`config.mk`:
```
export PLATFORM = sky130hd
export DESIGN_NAME = chan_frame_rx
export DESIGN_NICKNAME = d
export VERILOG_FILES = /design/src/rtl/chan_frame_pkg.sv /design/src/rtl/cfr_strobe_sync.sv /design/src/rtl/cfr_frame_assembler.sv /design/src/rtl/cfr_param_bank.sv /design/src/rtl/chan_frame_rx.sv
export SDC_FILE = /design/constraint.sdc
export NUM_CORES = 1
export LEC_CHECK = 0
export CAP_MARGIN = 20
export CORE_MARGIN = 2
export CORE_UTILIZATION = 68
export CTS_BUF_LIST = sky130_fd_sc_hd__clkbuf_4 sky130_fd_sc_hd__clkbuf_8 sky130_fd_sc_hd__clkbuf_16
export DETAILED_ROUTE_END_ITERATION = 10
export DONT_BUFFER_PORTS = 1
export PLACE_DENSITY_LB_ADDON = 0.12
export SETUP_SLACK_MARGIN = 0.02
export SYNTH_ARGS = -nofsm -noshare
export SYNTH_HDL_FRONTEND = slang
export SYNTH_SLANG_ARGS = --single-unit
```
`constraint.sdc`:
```
create_clock -name clk -period 7.31 [get_ports clk]
set_input_delay 1.462 -clock clk [delete_from_list [all_inputs] [get_ports clk]]
set_output_delay 1.462 -clock clk [all_outputs]
set_load 0.05 [all_outputs]
```
`src/rtl/chan_frame_pkg.sv`:
```
package chan_frame_pkg;
  localparam int SAT_W  = 5;
  localparam int AMP_W  = 7;
  localparam int FLG_W  = 2;
  localparam int PH_W   = 18;
  localparam int WORD_W = SAT_W + AMP_W + FLG_W + PH_W;
  localparam int BYTE_W = 8;
  localparam int BYTES_PER_CH = WORD_W / BYTE_W;

  typedef struct packed {
    logic [SAT_W-1:0] sat;
    logic [AMP_W-1:0] amp;
    logic [FLG_W-1:0] flg;
    logic [PH_W-1:0]  ph;
  } chan_word_t;
endpackage

```
`src/rtl/cfr_strobe_sync.sv`:
```
module cfr_strobe_sync #(
  parameter int STAGES = 2
) (
  input  logic clk,
  input  logic rst_n,
  input  logic strobe_in,
  output logic rise
);
  logic [STAGES:0] sh_q;
  logic [STAGES:0] sh_d;

  always_comb begin
    sh_d = {sh_q[STAGES-1:0], strobe_in};
  end

  always_ff @(posedge clk or negedge rst_n) begin
    if (!rst_n) sh_q <= '0;
    else        sh_q <= sh_d;
  end

  assign rise = sh_q[STAGES-1] & ~sh_q[STAGES];
endmodule

```
`src/rtl/cfr_frame_assembler.sv`:
```
module cfr_frame_assembler
  import chan_frame_pkg::*;
#(
  parameter int NUM_CH = 4,
  parameter int IDLE_W = 16,
  localparam int FRAME_BYTES = NUM_CH * BYTES_PER_CH,
  localparam int IDX_W  = $clog2(FRAME_BYTES),
  localparam int BSEL_W = $clog2(BYTES_PER_CH),
  localparam int CH_W   = (NUM_CH > 1) ? $clog2(NUM_CH) : 1,
  localparam int ACC_W  = BYTE_W * (BYTES_PER_CH - 1)
) (
  input  logic              clk,
  input  logic              rst_n,
  input  logic              byte_rise,
  input  logic [BYTE_W-1:0] byte_in,
  input  logic              frame_start,
  input  logic              err_clear,
  input  logic [IDLE_W-1:0] idle_limit,
  output logic              wr_en,
  output logic [CH_W-1:0]   wr_ch,
  output logic [WORD_W-1:0] wr_word,
  output logic              commit,
  output logic              frame_error,
  output logic [IDX_W-1:0]  byte_idx,
  output logic              resync
);
  logic [IDX_W-1:0]  idx_q, idx_d;
  logic [IDLE_W-1:0] idle_q, idle_d;
  logic [ACC_W-1:0]  acc_q, acc_d;
  logic              commit_q, commit_d;
  logic              err_q, err_d;
  logic              timeout, take, last, mid_frame;

  always_comb begin
    mid_frame = (idx_q != '0);
    last      = (idx_q == IDX_W'(FRAME_BYTES - 1));
    timeout   = (idle_limit != '0) && mid_frame && (idle_q >= idle_limit);
    resync    = frame_start | timeout;
    take      = byte_rise & ~resync;

    if (resync)     idx_d = '0;
    else if (take)  idx_d = last ? '0 : idx_q + 1'b1;
    else            idx_d = idx_q;

    if (resync || take || !mid_frame) idle_d = '0;
    else if (idle_q != '1)            idle_d = idle_q + 1'b1;
    else                              idle_d = idle_q;

    acc_d = take ? {acc_q[ACC_W-BYTE_W-1:0], byte_in} : acc_q;

    wr_en   = take && (idx_q[BSEL_W-1:0] == BSEL_W'(BYTES_PER_CH - 1));
    wr_ch   = CH_W'(idx_q >> BSEL_W);
    wr_word = {acc_q, byte_in};

    commit_d = take && last;

    if (resync && mid_frame) err_d = 1'b1;
    else if (err_clear)      err_d = 1'b0;
    else                     err_d = err_q;
  end

  always_ff @(posedge clk or negedge rst_n) begin
    if (!rst_n) begin
      idx_q    <= '0;
      idle_q   <= '0;
      acc_q    <= '0;
      commit_q <= 1'b0;
      err_q    <= 1'b0;
    end else begin
      idx_q    <= idx_d;
      idle_q   <= idle_d;
      acc_q    <= acc_d;
      commit_q <= commit_d;
      err_q    <= err_d;
    end
  end

  assign commit      = commit_q;
  assign frame_error = err_q;
  assign byte_idx    = idx_q;
endmodule

```
`src/rtl/cfr_param_bank.sv`:
```
module cfr_param_bank
  import chan_frame_pkg::*;
#(
  parameter int NUM_CH = 4,
  localparam int CH_W = (NUM_CH > 1) ? $clog2(NUM_CH) : 1
) (
  input  logic                     clk,
  input  logic                     rst_n,
  input  logic                     wr_en,
  input  logic [CH_W-1:0]          wr_ch,
  input  logic [WORD_W-1:0]        wr_word,
  input  logic                     commit,
  output logic [NUM_CH*WORD_W-1:0] active_flat,
  output logic                     valid
);
  logic valid_q;

  for (genvar g = 0; g < NUM_CH; g++) begin : g_ch
    logic [WORD_W-1:0] shadow_q, shadow_d;
    logic [WORD_W-1:0] active_q, active_d;

    always_comb begin
      shadow_d = (wr_en && (wr_ch == CH_W'(g))) ? wr_word : shadow_q;
      active_d = commit ? shadow_q : active_q;
    end

    always_ff @(posedge clk or negedge rst_n) begin
      if (!rst_n) begin
        shadow_q <= '0;
        active_q <= '0;
      end else begin
        shadow_q <= shadow_d;
        active_q <= active_d;
      end
    end

    assign active_flat[g*WORD_W +: WORD_W] = active_q;
  end

  always_ff @(posedge clk or negedge rst_n) begin
    if (!rst_n) valid_q <= 1'b0;
    else        valid_q <= commit;
  end

  assign valid = valid_q;
endmodule

```
`src/rtl/chan_frame_rx.sv`:
```
module chan_frame_rx
  import chan_frame_pkg::*;
#(
  parameter int NUM_CH = 4,
  parameter int IDLE_W = 16
) (
  input  logic                    clk,
  input  logic                    rst_n,
  input  logic [BYTE_W-1:0]       host_data,
  input  logic                    host_strobe,
  input  logic                    frame_start,
  input  logic                    err_clear,
  input  logic [IDLE_W-1:0]       idle_limit,
  output logic [NUM_CH*SAT_W-1:0] sat_num,
  output logic [NUM_CH*AMP_W-1:0] amplitude,
  output logic [NUM_CH*FLG_W-1:0] roll_flags,
  output logic [NUM_CH*PH_W-1:0]  phase,
  output logic                    params_valid,
  output logic                    frame_error
);
  localparam int FRAME_BYTES = NUM_CH * BYTES_PER_CH;
  localparam int IDX_W = $clog2(FRAME_BYTES);
  localparam int CH_W  = (NUM_CH > 1) ? $clog2(NUM_CH) : 1;

  logic                     byte_rise;
  logic                     wr_en;
  logic [CH_W-1:0]          wr_ch;
  logic [WORD_W-1:0]        wr_word;
  logic                     commit;
  logic [IDX_W-1:0]         byte_idx;
  logic                     resync;
  logic [NUM_CH*WORD_W-1:0] active_flat;

  cfr_strobe_sync #(.STAGES(2)) u_sync (
    .clk(clk), .rst_n(rst_n), .strobe_in(host_strobe), .rise(byte_rise)
  );

  cfr_frame_assembler #(.NUM_CH(NUM_CH), .IDLE_W(IDLE_W)) u_asm (
    .clk(clk), .rst_n(rst_n), .byte_rise(byte_rise), .byte_in(host_data),
    .frame_start(frame_start), .err_clear(err_clear), .idle_limit(idle_limit),
    .wr_en(wr_en), .wr_ch(wr_ch), .wr_word(wr_word), .commit(commit),
    .frame_error(frame_error), .byte_idx(byte_idx), .resync(resync)
  );

  cfr_param_bank #(.NUM_CH(NUM_CH)) u_bank (
    .clk(clk), .rst_n(rst_n), .wr_en(wr_en), .wr_ch(wr_ch), .wr_word(wr_word),
    .commit(commit), .active_flat(active_flat), .valid(params_valid)
  );

  for (genvar g = 0; g < NUM_CH; g++) begin : g_unpack
    chan_word_t w;
    assign w = chan_word_t'(active_flat[g*WORD_W +: WORD_W]);
    assign sat_num[g*SAT_W +: SAT_W]    = w.sat;
    assign amplitude[g*AMP_W +: AMP_W]  = w.amp;
    assign roll_flags[g*FLG_W +: FLG_W] = w.flg;
    assign phase[g*PH_W +: PH_W]        = w.ph;
  end
endmodule

```
==> results of run 1 <==
==> synth_stat cells, drive strengths merged (6+ instances only) <==
master,count
dfrtp,306
mux2,280
nor2,23
buf,21
ha,19
inv,19
clkbuf,15
nand2,13
nand3,11
a21oi,9
xor2,9
nand4,8
nor3,7
nor4,6
==> layer usage <==
metal	share of wire, %	vias to the layer above	track usage (%)	wire [um]
met5	0	-	0	0
met4	1.2	0	5.272	293
met3	7.1	25	6.762	1680
met2	50	155	42.41	11750
met1	42	3327	33.72	9984
li1	-	2758	-	-
==> worst paths after layout <==
kind	to	startpoint	slack (ps)	cells past startpoint
worst max-delay path	u_bank.g_ch[0].shadow_q[26]$_DFFE_PN0P_	idle_limit[9]	3400	9
worst min-delay path	u_sync.sh_q[1]$_DFF_PN0_	u_sync.sh_q[0]$_DFF_PN0_	390	0
worst max register to register	u_bank.g_ch[0].shadow_q[26]$_DFFE_PN0P_	u_asm.idle_q[0]$_DFFE_PN0P_	3930	9
worst min register to register	u_sync.sh_q[1]$_DFF_PN0_	u_sync.sh_q[0]$_DFF_PN0_	390	0
max in group asynchronous	u_asm.commit$_DFF_PN0_	rst_n	6360	0
min in group asynchronous	u_bank.g_ch[1].active_q[19]$_DFFE_PN0P_	rst_n	640	0
==> power by group <==
part / total [mW] / internal (mW) / switching (mW)
registers: 1.84 / 1.74 / 0.0945
clock network: 1.52 / 0.927 / 0.598
logic: 0.0720 / 0.0476 / 0.0243
total: 3.44 / 2.72 / 0.717
==> cell type report <==
cell class | count | area, um2
Inverter | 19 | 71.32
Clock buffer | 42 | 873.3
Fill cell | 1017 | 4015
Sequential cell | 306 | 7661
Tap cell | 225 | 281.5
Clock inverter | 7 | 110.1
Multi-Input combinational cell | 419 | 4273
Timing Repair Buffer | 9 | 131.4
==> registers in the layout, indices dropped and copies added (netlist names) <==
name,flops
u_bank.g_ch.shadow_q,128
u_asm.commit,1
u_asm.byte_idx,4
u_bank.valid,1
u_asm.acc_q,24
u_asm.idle_q,16
u_asm.frame_error,1
u_sync.sh_q,3
u_bank.g_ch.active_q,128
==> cell usage in the layout, fill, tap and decap left out, types with 7 or more instances in the layout <==
| master | instances |
|---|---|
| dfrtp_1 | 305 |
| mux2_2 | 242 |
| mux2_4 | 30 |
| clkbuf_16 | 29 |
| nor2_1 | 22 |
| inv_1 | 19 |
| ha_1 | 19 |
| nand2_1 | 13 |
| nand3_1 | 11 |
| a21oi_1 | 9 |
| xor2_1 | 9 |
| mux2_1 | 8 |
| clkbuf_8 | 8 |
| nand4_1 | 7 |
==> through the flow <==
stage                     hold slack (ps)  instance area (um2)  setup slack, ps
after floorplan                     331.2                12190             3637
after global placement              377.3                12320             2616
after detailed placement            377.3                12380             2475
after CTS                           394.2                13360             3003
after global routing                388.9                13400             3235
final                               389.5                13400             3403
==> worst max-delay path, cell delays in order <==
cell     delay [ps]
inv_1            30
ha_1            300
a21oi_1         180
nor3_1           70
nor4_1          400
a31oi_2         410
nor4b_4         700
buf_4           380
mux2_2          370
==> cells by family after synthesis <==
family | share of synthesized area, %
buf+inv | 2.392
xor+xnor | 1.006
simple gates | 3.912
flops | 62.83
mux | 26.80
compound gates | 1.109
fa+ha+maj | 1.951
==> reports/metrics.cfg, run 1 <==
[clock_tree]
cts_tree = done
worst_skew_pair.late_latency_ps = 530
hold_buffers = 0
cts_made_buffers = 29
clkTransAtPathRegs_ps = 60
ctsResizeCount = 0
h-tree-depth = 1
clock-root-buffer = clkbuf_16
post_cts_buffers = 0
clk_path_buf_depth = 3
clock_sinks = 306

[timing]
fin_worst_skew_ps = 15.04
hold_viol_final = 0
period_needed_ps = 3907
relSlewSlack_pct = 39.63
tightest_slew_ps = 902.8
fmax_mhz = 256.0
rsz0062_at_grt = no
slew_violations = 0
period_share_pct = 53.44
setup_tns_ps = 0
setup_viol = 0

[worst_setup_path]
critical_path.endpoint_type = register
path_class = input pin to register
cp_max_fo = 17
critPathRequiredTime_ps = 7720
critPathArrivalTime_ps = 4310
start_kind = input pin

[final_layout]
fin_cells = 1027
num-nets-final = 832
antenna_cells = 0
drive_above_1_share_pct = 42.39
area_growth_pct = 9.969
final_core_util_pct = 76.95

[yosys]
yosys_warnings = 0
async_reset_ff_share_pct = 100.0
ys.flop_type = dfrtp_1
syn-num-nets = 828
synth_edf_count = 0
synth-seq-area-share_pct = 62.83
ys_ff_latch = 306
avgSynthCellArea_um2 = 15.62
syn_inst = 780
synth_area_leaders = dfrtp_1 (63%), mux2_2 (22%), mux2_4 (3.7%), ha_1 (2.0%), mux2_1 (0.74%)
ys_types = 44
yosysTopAreaCell = dfrtp_1
netlist_area_um2 = 12190
synth_top_area_share_pct = 62.83

[placement]
port_buffers = 0
gp_congestion = 0.8585
dp_hpwl_um = 14970
placed_cells = 976

[floorplan]
core_area_um2 = 17420
die_h_um = 137.9
ios = 159
initial_utilization_pct = 69.97
die_w_um = 137.9
dieArea_um2 = 19010
placementRows = 48

[detailed_routing]
drtAntennaViolNets = 0
num_vias = 6265
drc_errors = 0
wl_per_cell_um = 23.08
first_pass_iters = 4
avgViaCountPerCell = 6.100
totalWireLength_um = 23710
drtIter0Drc = 308

[worst_hold_path]
worstHoldPathType = register to register

[status]
status = completed

[global_route]
grt_pass1_wl_um = 37120
antenna_found_initial = 1
grt_overflow_total = 0
track_usage_pct = 25.28
grt_max_degree = 307
first_global_vias = 6701

[power]
powerDensity_nw_per_um2 = 256.3
finalPower_mw = 3.435
vdd_drop_max_v = 0.0001706
power_leakage_nw = 6.657

[flow_run]
drv_cap = 0

Note: power is estimated with default switching activity, not from simulation.
==> run 2, diff against run 1 <==
--- a/config.mk
+++ b/config.mk
@@ -7,7 +7,7 @@
 export LEC_CHECK = 0
 export CAP_MARGIN = 20
 export CORE_MARGIN = 2
-export CORE_UTILIZATION = 68
+export CORE_UTILIZATION = 57
 export CTS_BUF_LIST = sky130_fd_sc_hd__clkbuf_4 sky130_fd_sc_hd__clkbuf_8 sky130_fd_sc_hd__clkbuf_16
 export DETAILED_ROUTE_END_ITERATION = 10
 export DONT_BUFFER_PORTS = 1
==> constraint.sdc (replaced) <==
create_clock -name clk -period 3.3 [get_ports clk]
set_input_delay 0.66 -clock clk [delete_from_list [all_inputs] [get_ports clk]]
set_output_delay 0.66 -clock clk [all_outputs]
set_load 0.05 [all_outputs]
==> run 2 against run 1 <==
  * Largest cell class unchanged
  * Sequential share of layout area decreased by 0.72 points
  * Total power grew 120%
  * Count of clock-buffer cells in the layout rose by 6
  * Core utilization is 12 points lower
  * The flow now finishes with violations (negative hold slack)
  * Clock skew is essentially flat
  * Critical path type is now register to register
  * Clock power increased by 130%
==> reports/metrics.cfg, run 2 (synthesized netlist as in run 1, its figures left out) <==
[status]
status = finished, violations left  ; was completed
violations = negative hold slack

[final_layout]
most-common-layout-cells = dfrtp_1 (305), mux2_2 (242), clkbuf_16 (31), mux2_4 (30), nor2_1 (22)  ; was dfrtp_1 (305), mux2_2 (242), mux2_4 (30), clkbuf_16 (29), nor2_1 (22)
mostFrequentLayoutCell = dfrtp_1  ; unchanged
area_growth_pct = 11.37  ; was 9.969%
ff_latch_area_um2 = 7661  ; unchanged
top_regs = u_bank.g_ch.active_q (128), u_bank.g_ch.shadow_q (128), u_asm.acc_q (24)  ; unchanged
final_core_util_pct = 64.56  ; was 76.95%
multi_input_area_um2 = 4279  ; was 4273 um2
drive_above_1_share_pct = 43.59  ; was 42.39%
num-nets-final = 845  ; was 832
fillers = 1477  ; was 1017

[timing]
fin_worst_skew_ps = 15.26  ; was 15.04 ps
setup_tns_ps = 0  ; unchanged
setup_viol = 0  ; unchanged
period_share_pct = 93.69
period_needed_ps = 3092
relSlewSlack_pct = 34.07  ; was 39.63%
slew_violations = 0  ; unchanged
rsz0062_at_grt = yes  ; was no
tightest_slew_ps = 987.8  ; was 902.8 ps
setup_ws_ps = 208.2  ; was 3403 ps
hold_slack_ps = -183.9  ; was 389.5 ps
fmax_mhz = 323.4
hold_viol_final = 190  ; was 0

[worst_setup_path]
cp_num_buf_inv = 4  ; was 2
critical_path.endpoint_type = register  ; unchanged
start_kind = register  ; was input pin
cp_max_fo = 15  ; was 17
critPathArrivalTime_ps = 3520  ; was 4310 ps
cp.depth = 11  ; was 9
cp_slowest_cell = dfrtp_1  ; was nor4b_4
crit_top_cell = buf_4
crit_family = buffers and inverters  ; was simple AND/OR/NAND/NOR gates
critPathRequiredTime_ps = 3730  ; was 7720 ps
rr_worst_depth = 11  ; was 9
max_stage_delay_ps = 410  ; was 700 ps
worstPathCellList = inv_1, ha_1, nand2b_1, a2111oi_0, or4b_1, a31oi_2, buf_4, buf_4, nor4bb_4, buf_4, mux2_2  ; was inv_1, ha_1, a21oi_1, nor3_1, nor4_1, a31oi_2, nor4b_4, buf_4, mux2_2
path_class = register to register  ; was input pin to register

[power]
intPower_mw = 6.063  ; was 2.718 mW
seqPwrFrac_pct = 53.0  ; was 53.5%
p_sw_share_pct = 21.14  ; was 20.87%
powerDensity_nw_per_um2 = 566.5  ; was 256.3 nW/um2
power_frac_clock_pct = 44.8  ; was 44.4%
switchingPower_mw = 1.625  ; was 0.7171 mW
vdd_drop_max_v = 0.0006186  ; was 0.0001706 V
p_comb_share_pct = 2.1  ; about the same
power_leakage_nw = 6.728  ; was 6.657 nW

[placement]
port_buffers = 0  ; unchanged
gp_congestion = 0.8552  ; was 0.8585
dp_hpwl_um = 15470  ; was 14970 um
pre_cts_ws_ps = -113.1  ; was 2475 ps

[detailed_routing]
wl_per_cell_um = 22.01  ; was 23.08 um
avgViaCountPerCell = 5.782  ; was 6.100
drtIter0Drc = 318  ; was 308
num_vias = 6331  ; was 6265
drc_errors = 0  ; unchanged
drtAntennaViolNets = 0  ; unchanged
first_pass_iters = 4  ; unchanged
totalWireLength_um = 24100  ; was 23710 um

[clock_tree]
clock-root-buffer = clkbuf_16  ; unchanged
clock_sinks = 306  ; unchanged
worst_skew_pair.late_latency_ps = 550  ; was 530 ps
h-tree-depth = 1  ; unchanged
clkTransAtPathRegs_ps = 60  ; about the same
cts_tree = done  ; unchanged
cts_made_buffers = 30  ; was 29
clk_path_buf_depth = 3  ; unchanged

[floorplan]
placementRows = 53  ; was 48
initial_utilization_pct = 57.97  ; was 69.97%
dieArea_um2 = 22570  ; was 19010 um2
die_h_um = 150.2  ; was 137.9 um
ios = 159  ; unchanged
core_area_um2 = 21020  ; was 17420 um2
die_w_um = 150.2  ; was 137.9 um

[flow_run]
drv_cap = 0  ; unchanged

[global_route]
grt_max_degree = 307  ; unchanged
track_usage_pct = 21.45  ; was 25.28%
grt_overflow_total = 0  ; unchanged
antenna_found_initial = 1  ; unchanged
first_global_vias = 6679  ; was 6701
grt_pass1_wl_um = 37600  ; was 37120 um

[worst_hold_path]
worstHoldPathType = input pin to async pin  ; was register to register

-- run 2: worst reg2reg max path: cells and delay by family, from the launching register on --
kind | cells | cell delay, ps
buffers and inverters | 4 | 800
and+or+nand+nor | 3 | 610
AOI/OAI and AO/OA | 2 | 520
DFF | 1 | 410
muxes | 1 | 380
adders and majority gates | 1 | 260
-- run 2: final timing paths --
| check | from | to | slack, ps |
|---|---|---|---|
| max | u_asm.idle_q[0]$_DFFE_PN0P_ | u_bank.g_ch[2].shadow_q[0]$_DFFE_PN0P_ | 210 |
| min | rst_n | u_bank.g_ch[0].active_q[15]$_DFFE_PN0P_ | -180 |
| max reg2reg | u_asm.idle_q[0]$_DFFE_PN0P_ | u_bank.g_ch[2].shadow_q[0]$_DFFE_PN0P_ | 210 |
| min reg2reg | u_sync.sh_q[0]$_DFF_PN0_ | u_sync.sh_q[1]$_DFF_PN0_ | 350 |
| max in group asynchronous | rst_n | u_asm.acc_q[19]$_DFFE_PN0N_ | 2750 |
| min in group clk | host_strobe | u_sync.sh_q[0]$_DFF_PN0_ | 140 |
-- run 2: area by class of cell --
class | count | area share, %
Sequential cell | 306 | 56.45
Tap cell | 275 | 2.535
Clock inverter | 6 | 0.6177
Antenna cell | 1 | 0.01844
Inverter | 19 | 0.5255
Clock buffer | 48 | 6.887
Multi-Input combinational cell | 420 | 31.53
Timing Repair Buffer | 20 | 1.438
-- run 2: power groups by stage --
stage               combinational, mW  clock, mW  sequential, mW
finish                          0.165       3.44            4.08
detailed placement              0.160          0            4.15
CTS                             0.161       3.52            4.08
global placement                0.149          0            4.15
global route                    0.180       3.68            4.10
floorplan                       0.139          0            4.03
-- run 2: what timing repair did --
action / CTS / global route
gates resized for setup: 0 / 2
hold endpoints to repair: 306 / 306
buffers inserted: 0 / 6
setup endpoints to repair: 0 / 71
-- run 2: layer usage --
layer | vias up | share of wire, % | track usage, % | wire (um)
met3 | 28 | 7.7 | 6.364 | 1855
met2 | 173 | 49 | 35.96 | 11730
met4 | 0 | 1.6 | 4.387 | 376
li1 | 2792 | - | - | -
met1 | 3338 | 42 | 28.07 | 10140
met5 | - | 0 | 0 | 0
-- run 2: per-stage QoR --
stage | power (mW) | area [um2] | instances | hold WS (ps)
2_1_floorplan | 4.165 | 12190 | 780 | 331.2
3_3_place_gp | 4.295 | 12480 | 1033 | 335.3
3_5_place_dp | 4.311 | 12480 | 1033 | 338.5
4_1_cts | 7.767 | 13500 | 1087 | -203.1
5_1_grt | 7.958 | 13570 | 1095 | -215.3
6_report | 7.688 | 13570 | 1095 | -183.9
==> run 3, diff against run 2 <==
--- a/config.mk
+++ b/config.mk
@@ -6,8 +6,10 @@
 export NUM_CORES = 1
 export LEC_CHECK = 0
 export CAP_MARGIN = 20
+export CELL_PAD_IN_SITES_DETAIL_PLACEMENT = 0
+export CELL_PAD_IN_SITES_GLOBAL_PLACEMENT = 1
 export CORE_MARGIN = 2
-export CORE_UTILIZATION = 57
+export CORE_UTILIZATION = 48
 export CTS_BUF_LIST = sky130_fd_sc_hd__clkbuf_4 sky130_fd_sc_hd__clkbuf_8 sky130_fd_sc_hd__clkbuf_16
 export DETAILED_ROUTE_END_ITERATION = 10
 export DONT_BUFFER_PORTS = 1
==> run 3 against run 2 <==
  * Global-route usage is 2.3 points lower
  * Worst hold slack gained 43 ps
  * Flip-flop and latch count stayed put
  * Core utilization decreased by 9.5 points
  * The flow still finishes with violations (negative hold slack)
  * Setup slack gained 110 ps
  * Clock power grew 11%
  * Sequential power is essentially flat
  * Non-clock buffer count down 4
  * Final area rose by 1.6%
==> reports/metrics.cfg, run 3 (synthesized netlist as in run 1, its figures left out) <==
[detailed_routing]
wl_per_cell_um = 21.35  ; was 22.01 um
first_pass_iters = 4  ; unchanged
avgViaCountPerCell = 5.454  ; was 5.782
totalWireLength_um = 24520  ; was 24100 um
drtAntennaViolNets = 0  ; unchanged
drc_errors = 0  ; unchanged
num_vias = 6261  ; was 6331
drtIter0Drc = 388  ; was 318

[placement]
gp_congestion = 0.7533  ; was 0.8552
port_buffers = 0  ; unchanged
dp_hpwl_um = 15810  ; was 15470 um

[worst_setup_path]
critical_path.endpoint_type = register  ; unchanged
max_stage_delay_ps = 420  ; was 410 ps
crit_start = u_asm.idle_q[0]$_DFFE_PN0P_  ; unchanged
worstPathCellList = inv_1, ha_1, nand2b_1, a2111oi_0, or4b_1, a31oi_2, buf_4, buf_12, nor4bb_4, buf_12, mux2_4  ; was inv_1, ha_1, nand2b_1, a2111oi_0, or4b_1, a31oi_2, buf_4, buf_4, nor4bb_4, buf_4, mux2_2
cp_slowest_cell = dfrtp_1  ; unchanged
r2r_slack_ps = 310  ; was 210 ps
rr_worst_depth = 11  ; unchanged
crit_top_cell = buf_12  ; was buf_4
crit_end = u_bank.g_ch[2].shadow_q[4]$_DFFE_PN0P_  ; was u_bank.g_ch[2].shadow_q[0]$_DFFE_PN0P_
critPathRequiredTime_ps = 3670  ; was 3730 ps
r2r-end = u_bank.g_ch[2].shadow_q[4]$_DFFE_PN0P_  ; was u_bank.g_ch[2].shadow_q[0]$_DFFE_PN0P_
r2r_start = u_asm.idle_q[0]$_DFFE_PN0P_  ; unchanged
cp_max_fo = 19  ; was 15
path_class = register to register  ; unchanged
critPathArrivalTime_ps = 3360  ; was 3520 ps
start_kind = register  ; unchanged

[clock_tree]
clock_sinks = 306  ; unchanged
clkTransAtPathRegs_ps = 60  ; about the same
cts_made_buffers = 34  ; was 30
h-tree-depth = 2  ; was 1
clk_path_buf_depth = 3  ; unchanged
clock-root-buffer = clkbuf_16  ; unchanged
worst_skew_pair.late_latency_ps = 500  ; was 550 ps
cts_tree = done  ; unchanged

[final_layout]
mostFrequentLayoutCell = dfrtp_1  ; unchanged
top_regs = u_bank.g_ch.active_q (128), u_bank.g_ch.shadow_q (128), u_asm.acc_q (24)  ; unchanged
ff_latch_area_um2 = 7661  ; unchanged
fillers = 2041  ; was 1477
multi_input_area_um2 = 4273  ; was 4279 um2
num-nets-final = 844  ; was 845
most-common-layout-cells = dfrtp_1 (305), mux2_2 (242), clkbuf_16 (34), mux2_4 (30), nor2_1 (22)  ; was dfrtp_1 (305), mux2_2 (242), clkbuf_16 (31), mux2_4 (30), nor2_1 (22)
antenna_cells = 0  ; was 1
drive_above_1_share_pct = 43.52  ; was 43.59%
area_growth_pct = 13.10  ; was 11.37%

[floorplan]
ios = 159  ; unchanged
initial_utilization_pct = 48.68  ; was 57.97%
die_w_um = 163.3  ; was 150.2 um
dieArea_um2 = 26680  ; was 22570 um2
placementRows = 58  ; was 53
core_area_um2 = 25040  ; was 21020 um2
die_h_um = 163.3  ; was 150.2 um

[timing]
rsz0062_at_grt = no  ; was yes
slew_violations = 0  ; unchanged
setup_tns_ps = 0  ; unchanged
hold_viol_final = 239  ; was 190
fin_worst_skew_ps = 14.24  ; was 15.26 ps
hold_slack_ps = -140.4  ; was -183.9 ps
period_needed_ps = 2987  ; was 3092 ps
setup_viol = 0  ; unchanged
relSlewSlack_pct = 54.37  ; was 34.07%
fmax_mhz = 334.8  ; was 323.4 MHz
tightest_slew_ps = 684.5  ; was 987.8 ps
period_share_pct = 90.51  ; was 93.69%

[power]
power_leakage_nw = 6.775  ; was 6.728 nW
intPower_mw = 6.345  ; was 6.063 mW
vdd_drop_max_v = 0.0003186  ; was 0.0006186 V
seqPwrFrac_pct = 50.5  ; was 53.0%
p_sw_share_pct = 21.21  ; was 21.14%
switchingPower_mw = 1.709  ; was 1.625 mW
power_frac_clock_pct = 47.5  ; was 44.8%
finalPower_mw = 8.054  ; was 7.688 mW
powerDensity_nw_per_um2 = 584.3  ; was 566.5 nW/um2
p_comb_share_pct = 2.0  ; was 2.1%

[global_route]
first_global_vias = 6854  ; was 6679
grt_overflow_total = 0  ; unchanged
grt_pass1_wl_um = 39780  ; was 37600 um
track_usage_pct = 19.17  ; was 21.45%
antenna_found_initial = 0  ; was 1
grt_max_degree = 307  ; unchanged

[worst_hold_path]
worstHoldPathType = input pin to async pin  ; unchanged

[status]
violations = negative hold slack  ; unchanged
status = finished, violations left  ; unchanged

[flow_run]
drv_cap = 0  ; unchanged

[run 3: worst min path at each step]
stage / endpoint / start / slack [ps] / depth (start not counted)
2_1_floorplan: u_sync.sh_q[1]$_DFF_PN0_ / u_sync.sh_q[0]$_DFF_PN0_ / 330 / 0
3_3_place_gp: u_bank.g_ch[1].active_q[19]$_DFFE_PN0P_ / rst_n / 380 / 0
3_5_place_dp: u_bank.g_ch[1].active_q[19]$_DFFE_PN0P_ / rst_n / 380 / 0
4_1_cts: u_bank.g_ch[1].active_q[19]$_DFFE_PN0P_ / rst_n / -160 / 0
5_1_grt: u_bank.g_ch[1].active_q[19]$_DFFE_PN0P_ / rst_n / -170 / 0
6_report: u_bank.g_ch[1].active_q[19]$_DFFE_PN0P_ / rst_n / -140 / 0
[run 3: metal layers]
layer	track usage, %	part of all wire (%)
met5	0	0
met3	5.206	6.6
met4	5.390	2.0
met1	25.49	43
met2	31.11	48
[run 3: cell type report]
type,count,area share [%]
well taps,330,2.996
flip-flops and latches,306,55.58
clock inverters,9,1.017
clock buffers,49,7.353
repair buffers,16,1.534
multi-input cells,419,31.00
inverters,19,0.5174
[run 3: per-stage QoR]
stage | area [um2] | util, % | setup slack [ps] | std cells
global placement | 12630 | 50.43 | 86.55 | 1090
floorplan | 12190 | - | 429.5 | 780
detailed placement | 12630 | 50.43 | 3.193 | 1090
finish | 13780 | 55.05 | 313.3 | 1148
global route | 13780 | 55.05 | 55.23 | 1148
CTS | 13780 | 55.04 | 247.6 | 1148
[run 3: timing repair]
action	in CTS	in global routing
endpoints found under the setup margin	0	2
setup buffers	0	0
endpoints found under the hold margin	306	306
resized for setup	0	1
[run 3: power by group through the flow]
| stage | clock network (mW) | logic [mW] | registers, mW |
|---|---|---|---|
| 4_1_cts | 3.93 | 0.161 | 4.08 |
| 3_3_place_gp | 0 | 0.153 | 4.14 |
| 3_5_place_dp | 0 | 0.160 | 4.15 |
| 2_1_floorplan | 0 | 0.139 | 4.03 |
| 5_1_grt | 4.09 | 0.178 | 4.10 |
| 6_report | 3.82 | 0.159 | 4.07 |
[run 3: critical path: cells and delay by family, from the launching register on]
family	cells	cell delay [ps]
flops	1	420
mux	1	320
compound gates	2	470
buf+inv	4	660
simple gates	3	700
fa+ha+maj	1	260
